===== src/rtl/dsk_cmd_pkg.sv =====
package dsk_cmd_pkg;

    localparam int WORD_W    = 16;
    localparam int WORDS_MAX = 4;
    localparam int WIDX_W    = $clog2(WORDS_MAX);
    localparam int DEV_W     = 3;
    localparam int CODE_W    = 5;
    localparam int OPT_W     = 8;
    localparam int CYL_W     = 10;
    localparam int CYL_LO_W  = 5;
    localparam int HEAD_W    = 6;
    localparam int SEC_W     = 5;

    localparam logic [OPT_W-1:0]  XFER_OPTS    = 8'd2;
    localparam logic [WORD_W-1:0] LONG_FLAG    = 16'h4000;
    localparam logic [7:0]        CTRL_IRQ_EN  = 8'h01;
    localparam logic [CODE_W-1:0] ATTN_CMD_REQ = 5'd1;

    typedef enum logic [1:0] {
        REG_CTRL = 2'd0,
        REG_ATTN = 2'd1,
        REG_CMDW = 2'd2
    } reg_sel_e;

    typedef enum logic [1:0] {
        ERR_NONE       = 2'd0,
        ERR_ATTN_BUSY  = 2'd1,
        ERR_WORD_STUCK = 2'd2,
        ERR_COMPLETION = 2'd3
    } err_code_e;

    typedef enum logic [3:0] {
        S_IDLE,
        S_IRQ_OFF,
        S_POLL_BUSY,
        S_ATTN,
        S_IRQ_ON,
        S_WORD,
        S_SETTLE,
        S_POLL_FULL,
        S_WAIT_DONE
    } seq_state_e;

    typedef logic [WORDS_MAX-1:0][WORD_W-1:0] cmd_words_t;

    typedef struct packed {
        seq_state_e        st;
        cmd_words_t        words;
        logic              four;
        logic [WIDX_W-1:0] widx;
        logic [DEV_W-1:0]  dev;
        logic [CODE_W-1:0] atype;
        logic              skip;
        logic              wr;
        reg_sel_e          sel;
        logic [WORD_W-1:0] wdata;
        logic              busy;
        logic              done;
        logic              err;
        err_code_e         ecode;
    } seq_regs_t;

endpackage


===== src/rtl/dsk_cmd_pack.sv =====
module dsk_cmd_pack
    import dsk_cmd_pkg::*;
(
    input  logic [CODE_W-1:0] cmd_code,
    input  logic [DEV_W-1:0]  dev_num,
    input  logic [OPT_W-1:0]  opts,
    input  logic              long_cmd,
    input  logic [WORD_W-1:0] arg1,
    input  logic [WORD_W-1:0] arg2,
    input  logic [WORD_W-1:0] arg3,
    input  logic              xfer_mode,
    input  logic [WORD_W-1:0] blk_count,
    input  logic [CYL_W-1:0]  cyl,
    input  logic [HEAD_W-1:0] head,
    input  logic [SEC_W-1:0]  sector,
    output cmd_words_t        words,
    output logic              four_words
);
    localparam int CYL_HI_W = CYL_W - CYL_LO_W;

    logic [OPT_W-1:0] opt_eff;

    always_comb begin
        four_words = xfer_mode | long_cmd;
        opt_eff    = xfer_mode ? XFER_OPTS : opts;
        // header: options high byte, device above the code
        words[0]   = {opt_eff, dev_num, cmd_code} | (four_words ? LONG_FLAG : '0);
        if (xfer_mode) begin
            words[1] = blk_count;
            words[2] = {cyl[CYL_LO_W-1:0], head, sector};
            words[3] = {{(WORD_W-CYL_HI_W){1'b0}}, cyl[CYL_W-1:CYL_LO_W]};
        end else begin
            words[1] = arg1;
            words[2] = arg2;
            words[3] = arg3;
        end
    end
endmodule


===== src/rtl/dsk_poll_ctr.sv =====
module dsk_poll_ctr #(
    parameter int LIMIT = 10000
) (
    input  logic clk,
    input  logic rst_n,
    input  logic run,
    input  logic hit,
    output logic last
);
    localparam int CW = $clog2(LIMIT + 1);

    logic [CW-1:0] cnt_d, cnt_q;

    always_comb begin
        last = (cnt_q == CW'(LIMIT - 1));
        if (!run)
            cnt_d = '0;
        else if (hit && !last)
            cnt_d = cnt_q + 1'b1;
        else
            cnt_d = cnt_q;
    end

    always_ff @(posedge clk or negedge rst_n) begin
        if (!rst_n) cnt_q <= '0;
        else        cnt_q <= cnt_d;
    end
endmodule


===== src/rtl/dsk_wait_timer.sv =====
module dsk_wait_timer #(
    parameter int TICK_DIV      = 100_000_000,
    parameter int TIMEOUT_TICKS = 15
) (
    input  logic clk,
    input  logic rst_n,
    input  logic run,
    output logic expired
);
    localparam int PW = $clog2(TICK_DIV + 1);
    localparam int TW = $clog2(TIMEOUT_TICKS + 1);

    logic [PW-1:0] pre_d, pre_q;
    logic [TW-1:0] tick_d, tick_q;

    always_comb begin
        expired = (tick_q == TW'(TIMEOUT_TICKS));
        pre_d   = pre_q;
        tick_d  = tick_q;
        if (!run) begin
            pre_d  = '0;
            tick_d = '0;
        end else if (!expired) begin
            if (pre_q == PW'(TICK_DIV - 1)) begin
                pre_d  = '0;
                tick_d = tick_q + 1'b1;
            end else begin
                pre_d  = pre_q + 1'b1;
            end
        end
    end

    always_ff @(posedge clk or negedge rst_n) begin
        if (!rst_n) begin
            pre_q  <= '0;
            tick_q <= '0;
        end else begin
            pre_q  <= pre_d;
            tick_q <= tick_d;
        end
    end
endmodule


===== src/rtl/dsk_cmd_seq.sv =====
module dsk_cmd_seq
    import dsk_cmd_pkg::*;
#(
    parameter int POLL_LIMIT    = 10000,
    parameter int TICK_DIV      = 100_000_000,
    parameter int TIMEOUT_TICKS = 15
) (
    input  logic              clk,
    input  logic              rst_n,
    input  logic              start,
    input  logic [CODE_W-1:0] attn_type,
    input  logic              skip_busy,
    input  logic [DEV_W-1:0]  dev_num,
    input  logic [CODE_W-1:0] cmd_code,
    input  logic [OPT_W-1:0]  opts,
    input  logic              long_cmd,
    input  logic [WORD_W-1:0] arg1,
    input  logic [WORD_W-1:0] arg2,
    input  logic [WORD_W-1:0] arg3,
    input  logic              xfer_mode,
    input  logic [WORD_W-1:0] blk_count,
    input  logic [CYL_W-1:0]  cyl,
    input  logic [HEAD_W-1:0] head,
    input  logic [SEC_W-1:0]  sector,
    output logic              reg_wr,
    output logic [1:0]        reg_sel,
    output logic [WORD_W-1:0] reg_wdata,
    input  logic              att_busy,
    input  logic              cmd_full,
    input  logic              comp_valid,
    input  logic              comp_ok,
    output logic              busy,
    output logic              done,
    output logic              err,
    output logic [1:0]        err_code
);
    seq_regs_t  r_d, r_q;
    cmd_words_t pk_words;
    logic       pk_four;
    logic       poll_run, poll_hit, poll_last;
    logic       win_run, win_expired;
    logic [WIDX_W-1:0] last_idx;

    dsk_cmd_pack u_pack (
        .cmd_code  (cmd_code),
        .dev_num   (dev_num),
        .opts      (opts),
        .long_cmd  (long_cmd),
        .arg1      (arg1),
        .arg2      (arg2),
        .arg3      (arg3),
        .xfer_mode (xfer_mode),
        .blk_count (blk_count),
        .cyl       (cyl),
        .head      (head),
        .sector    (sector),
        .words     (pk_words),
        .four_words(pk_four)
    );

    // one retry counter serves both polls; they are never adjacent
    assign poll_run = (r_q.st == S_POLL_BUSY) || (r_q.st == S_POLL_FULL);
    assign poll_hit = (r_q.st == S_POLL_BUSY) ? att_busy : cmd_full;

    dsk_poll_ctr #(.LIMIT(POLL_LIMIT)) u_poll (
        .clk  (clk),
        .rst_n(rst_n),
        .run  (poll_run),
        .hit  (poll_hit),
        .last (poll_last)
    );

    assign win_run = (r_q.st == S_WAIT_DONE);

    dsk_wait_timer #(
        .TICK_DIV     (TICK_DIV),
        .TIMEOUT_TICKS(TIMEOUT_TICKS)
    ) u_timer (
        .clk    (clk),
        .rst_n  (rst_n),
        .run    (win_run),
        .expired(win_expired)
    );

    assign last_idx = r_q.four ? WIDX_W'(WORDS_MAX - 1) : WIDX_W'(1);

    always_comb begin
        r_d      = r_q;
        r_d.wr   = 1'b0;
        r_d.done = 1'b0;
        r_d.err  = 1'b0;
        case (r_q.st)
            S_IDLE: begin
                if (start) begin
                    r_d.words = pk_words;
                    r_d.four  = pk_four;
                    r_d.dev   = dev_num;
                    r_d.atype = attn_type;
                    r_d.skip  = skip_busy;
                    r_d.busy  = 1'b1;
                    r_d.ecode = ERR_NONE;
                    r_d.st    = S_IRQ_OFF;
                end
            end
            S_IRQ_OFF: begin
                r_d.wr    = 1'b1;
                r_d.sel   = REG_CTRL;
                r_d.wdata = '0;
                r_d.st    = r_q.skip ? S_ATTN : S_POLL_BUSY;
            end
            S_POLL_BUSY: begin
                if (!att_busy) begin
                    r_d.st = S_ATTN;
                end else if (poll_last) begin
                    r_d.st    = S_IDLE;
                    r_d.busy  = 1'b0;
                    r_d.err   = 1'b1;
                    r_d.ecode = ERR_ATTN_BUSY;
                end
            end
            S_ATTN: begin
                r_d.wr    = 1'b1;
                r_d.sel   = REG_ATTN;
                r_d.wdata = {8'h00, r_q.dev, r_q.atype};
                r_d.st    = S_IRQ_ON;
            end
            S_IRQ_ON: begin
                r_d.wr    = 1'b1;
                r_d.sel   = REG_CTRL;
                r_d.wdata = {8'h00, CTRL_IRQ_EN};
                if (r_q.atype == ATTN_CMD_REQ) begin
                    r_d.widx = '0;
                    r_d.st   = S_WORD;
                end else begin
                    r_d.st   = S_IDLE;
                    r_d.busy = 1'b0;
                    r_d.done = 1'b1;
                end
            end
            S_WORD: begin
                r_d.wr    = 1'b1;
                r_d.sel   = REG_CMDW;
                r_d.wdata = r_q.words[r_q.widx];
                r_d.st    = S_SETTLE;
            end
            S_SETTLE: begin
                // write lands this cycle; full flag is valid next cycle
                r_d.st = S_POLL_FULL;
            end
            S_POLL_FULL: begin
                if (!cmd_full) begin
                    if (r_q.widx == last_idx) begin
                        r_d.st = S_WAIT_DONE;
                    end else begin
                        r_d.widx = r_q.widx + 1'b1;
                        r_d.st   = S_WORD;
                    end
                end else if (poll_last) begin
                    r_d.st    = S_IDLE;
                    r_d.busy  = 1'b0;
                    r_d.err   = 1'b1;
                    r_d.ecode = ERR_WORD_STUCK;
                end
            end
            S_WAIT_DONE: begin
                if (win_expired || (comp_valid && !comp_ok)) begin
                    r_d.st    = S_IDLE;
                    r_d.busy  = 1'b0;
                    r_d.err   = 1'b1;
                    r_d.ecode = ERR_COMPLETION;
                end else if (comp_valid) begin
                    r_d.st   = S_IDLE;
                    r_d.busy = 1'b0;
                    r_d.done = 1'b1;
                end
            end
            default: r_d.st = S_IDLE;
        endcase
    end

    always_ff @(posedge clk or negedge rst_n) begin
        if (!rst_n) r_q <= '0;
        else        r_q <= r_d;
    end

    assign reg_wr    = r_q.wr;
    assign reg_sel   = r_q.sel;
    assign reg_wdata = r_q.wdata;
    assign busy      = r_q.busy;
    assign done      = r_q.done;
    assign err       = r_q.err;
    assign err_code  = r_q.ecode;
endmodule


===== config.mk =====
export PLATFORM = sky130hd
export DESIGN_NAME = dsk_cmd_seq
export DESIGN_NICKNAME = d
export VERILOG_FILES = /design/src/rtl/dsk_cmd_pkg.sv /design/src/rtl/dsk_cmd_pack.sv /design/src/rtl/dsk_poll_ctr.sv /design/src/rtl/dsk_wait_timer.sv /design/src/rtl/dsk_cmd_seq.sv
export SDC_FILE = /design/constraint.sdc
export NUM_CORES = 1
export LEC_CHECK = 0
export BUFFER_PORTS_ARGS = -buffer_cell sky130_fd_sc_hd__buf_2
export CELL_PAD_IN_SITES_DETAIL_PLACEMENT = 1
export CELL_PAD_IN_SITES_GLOBAL_PLACEMENT = 2
export CORE_ASPECT_RATIO = 0.7
export CORE_MARGIN = 2
export CORE_UTILIZATION = 35
export CTS_BUF_LIST = sky130_fd_sc_hd__clkbuf_16
export DETAILED_ROUTE_END_ITERATION = 10
export PLACE_DENSITY_LB_ADDON = 0.1
export SYNTH_ARGS = -nofsm -noshare
export SYNTH_HDL_FRONTEND = slang
export SYNTH_HIERARCHICAL = 1
export SYNTH_SLANG_ARGS = --single-unit

===== constraint.sdc =====
create_clock -name clk -period 3 [get_ports clk]
set_input_delay 0.15 -clock clk [delete_from_list [all_inputs] [get_ports clk]]
set_output_delay 0.15 -clock clk [all_outputs]
set_load 0.1 [all_outputs]

==> results.cfg <==
[status]
status = finished, final reports clean

[cts]
ctsHtreeMaxLevel = 4
cts-resized-gates = 0
root_buffer = sky130_fd_sc_hd__clkbuf_16
cts_sinks = 149
post-cts-setup-buffer-count = 0
worst_skew_pair.late_latency_ns = 0.43
worst_setup_hold_path_clk_slew_ns = 0.07
tritoncts_clock_tree = built
post_cts_hold_buffer_count = 16
clockBufferDepth = 2
numCtsBuffers = 17

[global_routing]
globalRouteOverflowTotal = 0
first_pass_grt_wire_length_mm = 35.4
vias_in_the_first_global_route = 6330
grt_start_max_net_pins = 82
grt_antenna_before_repair = 1
global_route_total_usage_across_every_layer_pct = 18.2

[finish]
finish.utilization_pct = 42.0
most_frequent_standard_cell_in_the_layout_excluding_fill_and_tap_cells = sky130_fd_sc_hd__dfrtp_1
ff_latch_area_um2 = 3730
num-fill-cells = 2536
layout-drive-gt1-share_pct = 41.9
multiInputGateArea_um2 = 4090
nNetsFinal = 943
syn2layout_area_growth_pct = 18.4
antennaDiodeCount = 0
layout.cells.most_common_list = 149 x sky130_fd_sc_hd__dfrtp_1, 138 x sky130_fd_sc_hd__buf_2, 58 x sky130_fd_sc_hd__mux2_4

[synthesis]
synthesis.yosys.warnings = 6
synthArstFlopShare_pct = 100
synth-edff-count = 0
synthAdderAreaFrac_pct = 0.448
mappedNetlistNets = 814
synth_seq_area_share_pct = 44.6
synth_top_area_cell = sky130_fd_sc_hd__dfrtp_1
main_combinational_cell_family_by_area_after_synthesis = multiplexers
compound_gate_fraction_of_synth_area_pct = 7.37
muxShareOfSynthArea_pct = 22.3
synth_area_leaders = sky130_fd_sc_hd__dfrtp_1 45%, sky130_fd_sc_hd__mux2_4 10%, sky130_fd_sc_hd__mux2_2 7.3%, sky130_fd_sc_hd__mux4_2 4.3%, sky130_fd_sc_hd__buf_4 3.0%
xor_xnor_share_of_the_synthesized_area_pct = 2.93
synth.distinct_cells = 84
synth.cell_area_um2 = 8370
dominantRegCellSynth = sky130_fd_sc_hd__dfrtp_1
synth.ff_latch_count = 149
post_synth.cell_area_avg_um2 = 12.0
synthCells = 695
synth_simple_gate_area_share_pct = 15.8
synth_largest_type_area_fraction_pct = 44.6

[floorplanning]
initial_core_util_pct = 35.5
core_region_area_um2 = 23600
chipWidth_um = 189
design.portCount = 140
design.die.area_um2 = 25200
die-height_um = 133
floorplan.rows = 47

[setup_path]
cp.required_ns = 3.34
critical_path_peak_fanout = 13
timing.critical_path.from_type = register
cp.arrival_ns = 2.91
reg2reg_depth = 8
worst_setup_path_end_kind = register
worst-setup-path-type = register to register

[timing]
achievable_frequency_ghz = 0.390
finalCritPeriodShare_pct = 85.6
hold_viol = 0
setup_violations = 0
least_margin_pin_slew_ns = 0.820
final.hold.worst_slack_ns = 0.0307
worst_clock_skew_ns = 0.0117
rsz0062_at_grt = no
final-max-slew-violation-count = 0
timing.setup.tns_ns = 0
slew_headroom_pct = 45.3
setup_ws_ns = 0.433
min_cycle_time_layout_ns = 2.57

[power_and_ir_drop]
power_density_nw_per_um2 = 923
ir_worst_vdd_uv = 705
design_power_mw = 9.15
power_leakage_nw = 4.37

[drt]
routedWlPerCell_um = 18.7
wl_mm = 21.6
drt_iter0_markers = 204
drt-pass1-iter-count = 4
route.antenna.remaining_nets = 0
num_vias = 5845
avgViaCountPerCell = 5.06
post-route-drc-count = 0

[placement]
buffer_ports.inserted = 139
weighted_congestion_at_the_end_of_routability_driven_global_placement = 0.758
preCtsSetupSlack_ns = 0.464
hpwl_mm = 15.8

[flow_run]
max-cap-violations = 0

[min_path]
hold_path.class = input pin to register
min_path_cells = 3
[where the power goes]
| part | leakage, nW | switching, mW | total, mW | internal [mW] |
|---|---|---|---|---|
| logic | 2.20 | 2.19 | 3.83 | 1.64 |
| registers | 1.90 | 0.527 | 3.23 | 2.70 |
| clock network | 0.265 | 0.879 | 2.09 | 1.21 |
| total | 4.37 | 3.60 | 9.15 | 5.55 |
[Yosys cell counts, types with 6 or more instances]
| cell type | number |
|---|---|
| sky130_fd_sc_hd__nor2_1 | 49 |
| sky130_fd_sc_hd__o21ai_0 | 16 |
| sky130_fd_sc_hd__nand2_1 | 23 |
| sky130_fd_sc_hd__buf_6 | 6 |
| sky130_fd_sc_hd__xnor2_1 | 21 |
| sky130_fd_sc_hd__mux2_2 | 54 |
| sky130_fd_sc_hd__a221oi_1 | 6 |
| sky130_fd_sc_hd__buf_4 | 34 |
| sky130_fd_sc_hd__nand3_1 | 27 |
| sky130_fd_sc_hd__a22o_1 | 8 |
| sky130_fd_sc_hd__buf_2 | 11 |
| sky130_fd_sc_hd__mux2_4 | 58 |
| sky130_fd_sc_hd__mux4_2 | 16 |
| sky130_fd_sc_hd__xor2_1 | 7 |
| sky130_fd_sc_hd__a21oi_1 | 13 |
| sky130_fd_sc_hd__nor3_1 | 9 |
| sky130_fd_sc_hd__and3_1 | 8 |
| sky130_fd_sc_hd__nor4_1 | 11 |
| sky130_fd_sc_hd__nand4_1 | 9 |
| sky130_fd_sc_hd__and2_1 | 12 |
| sky130_fd_sc_hd__clkbuf_1 | 9 |
| sky130_fd_sc_hd__dfrtp_1 | 149 |
| sky130_fd_sc_hd__and4_1 | 6 |
| sky130_fd_sc_hd__inv_1 | 12 |
| sky130_fd_sc_hd__nor2b_1 | 22 |
[cell families (layout without fill, tap and decap cells)]
family	after synthesis	in the layout
buffers and inverters	81	223
flip-flops	149	149
adder cells (fa/ha/maj)	3	3
AO/OA/AOI/OAI	80	80
XOR/XNOR	28	28
multiplexers	131	131
AND/OR/NAND/NOR	223	223
[worst max-delay path: stages, from the launching register on]
cell	delay [ns]
sky130_fd_sc_hd__dfrtp_1	0.63
sky130_fd_sc_hd__inv_1	0.20
sky130_fd_sc_hd__nor2_1	0.24
sky130_fd_sc_hd__nand2_1	0.09
sky130_fd_sc_hd__mux2_2	0.36
sky130_fd_sc_hd__and2_0	0.16
sky130_fd_sc_hd__nand4_1	0.17
sky130_fd_sc_hd__or3_2	0.44
sky130_fd_sc_hd__a21boi_0	0.18
[registers in the layout (all words and copies together) (netlist names), 2 cells and up]
register	flops
u_poll/cnt_q	14
reg_sel	2
u_timer/tick_q	4
reg_wdata	16
err_code	2
u_timer/pre_q	27
r_q	80
[area by class of cell]
class                           instances  share of cell area, %
Sequential cell                       149                   37.6
Tap cell                              318                   4.01
Clock inverter                         15                   1.43
Inverter                               15                  0.581
Clock buffer                           17                   4.29
Timing Repair Buffer                  176                   10.8
Multi-Input combinational cell        465                   41.3
[metrics by stage]
step           cells  cell area, um2
3_5_place_dp    1107            9180
2_1_floorplan    695            8370
5_1_grt         1155            9910
4_1_cts         1155            9910
3_3_place_gp    1107            9180
6_report        1155            9910
[worst paths after layout]
kind / start / to / slack (ns)
worst max-delay path: r_q[101] / u_poll/cnt_q[11] / 0.43
worst min-delay path: opts[1] / r_q[45] / 0.03
worst max register to register: r_q[101] / u_poll/cnt_q[11] / 0.43
worst min register to register: r_q[66] / r_q[66] / 0.51
max in group asynchronous: rst_n / r_q[102] / 1.84
min in group asynchronous: rst_n / r_q[92] / 0.38
[routing by layer]
| metal | track usage [%] | vias to the layer above | part of all wire (%) |
|---|---|---|---|
| met1 | 26.4 | 2969 | 51 |
| met2 | 27.6 | 99 | 44 |
| li1 | - | 2756 | - |
| met5 | 0 | - | 0.060 |
| met4 | 4.47 | 2 | 1.1 |
| met3 | 3.95 | 19 | 3.6 |
(Power assumes the default switching activity.)
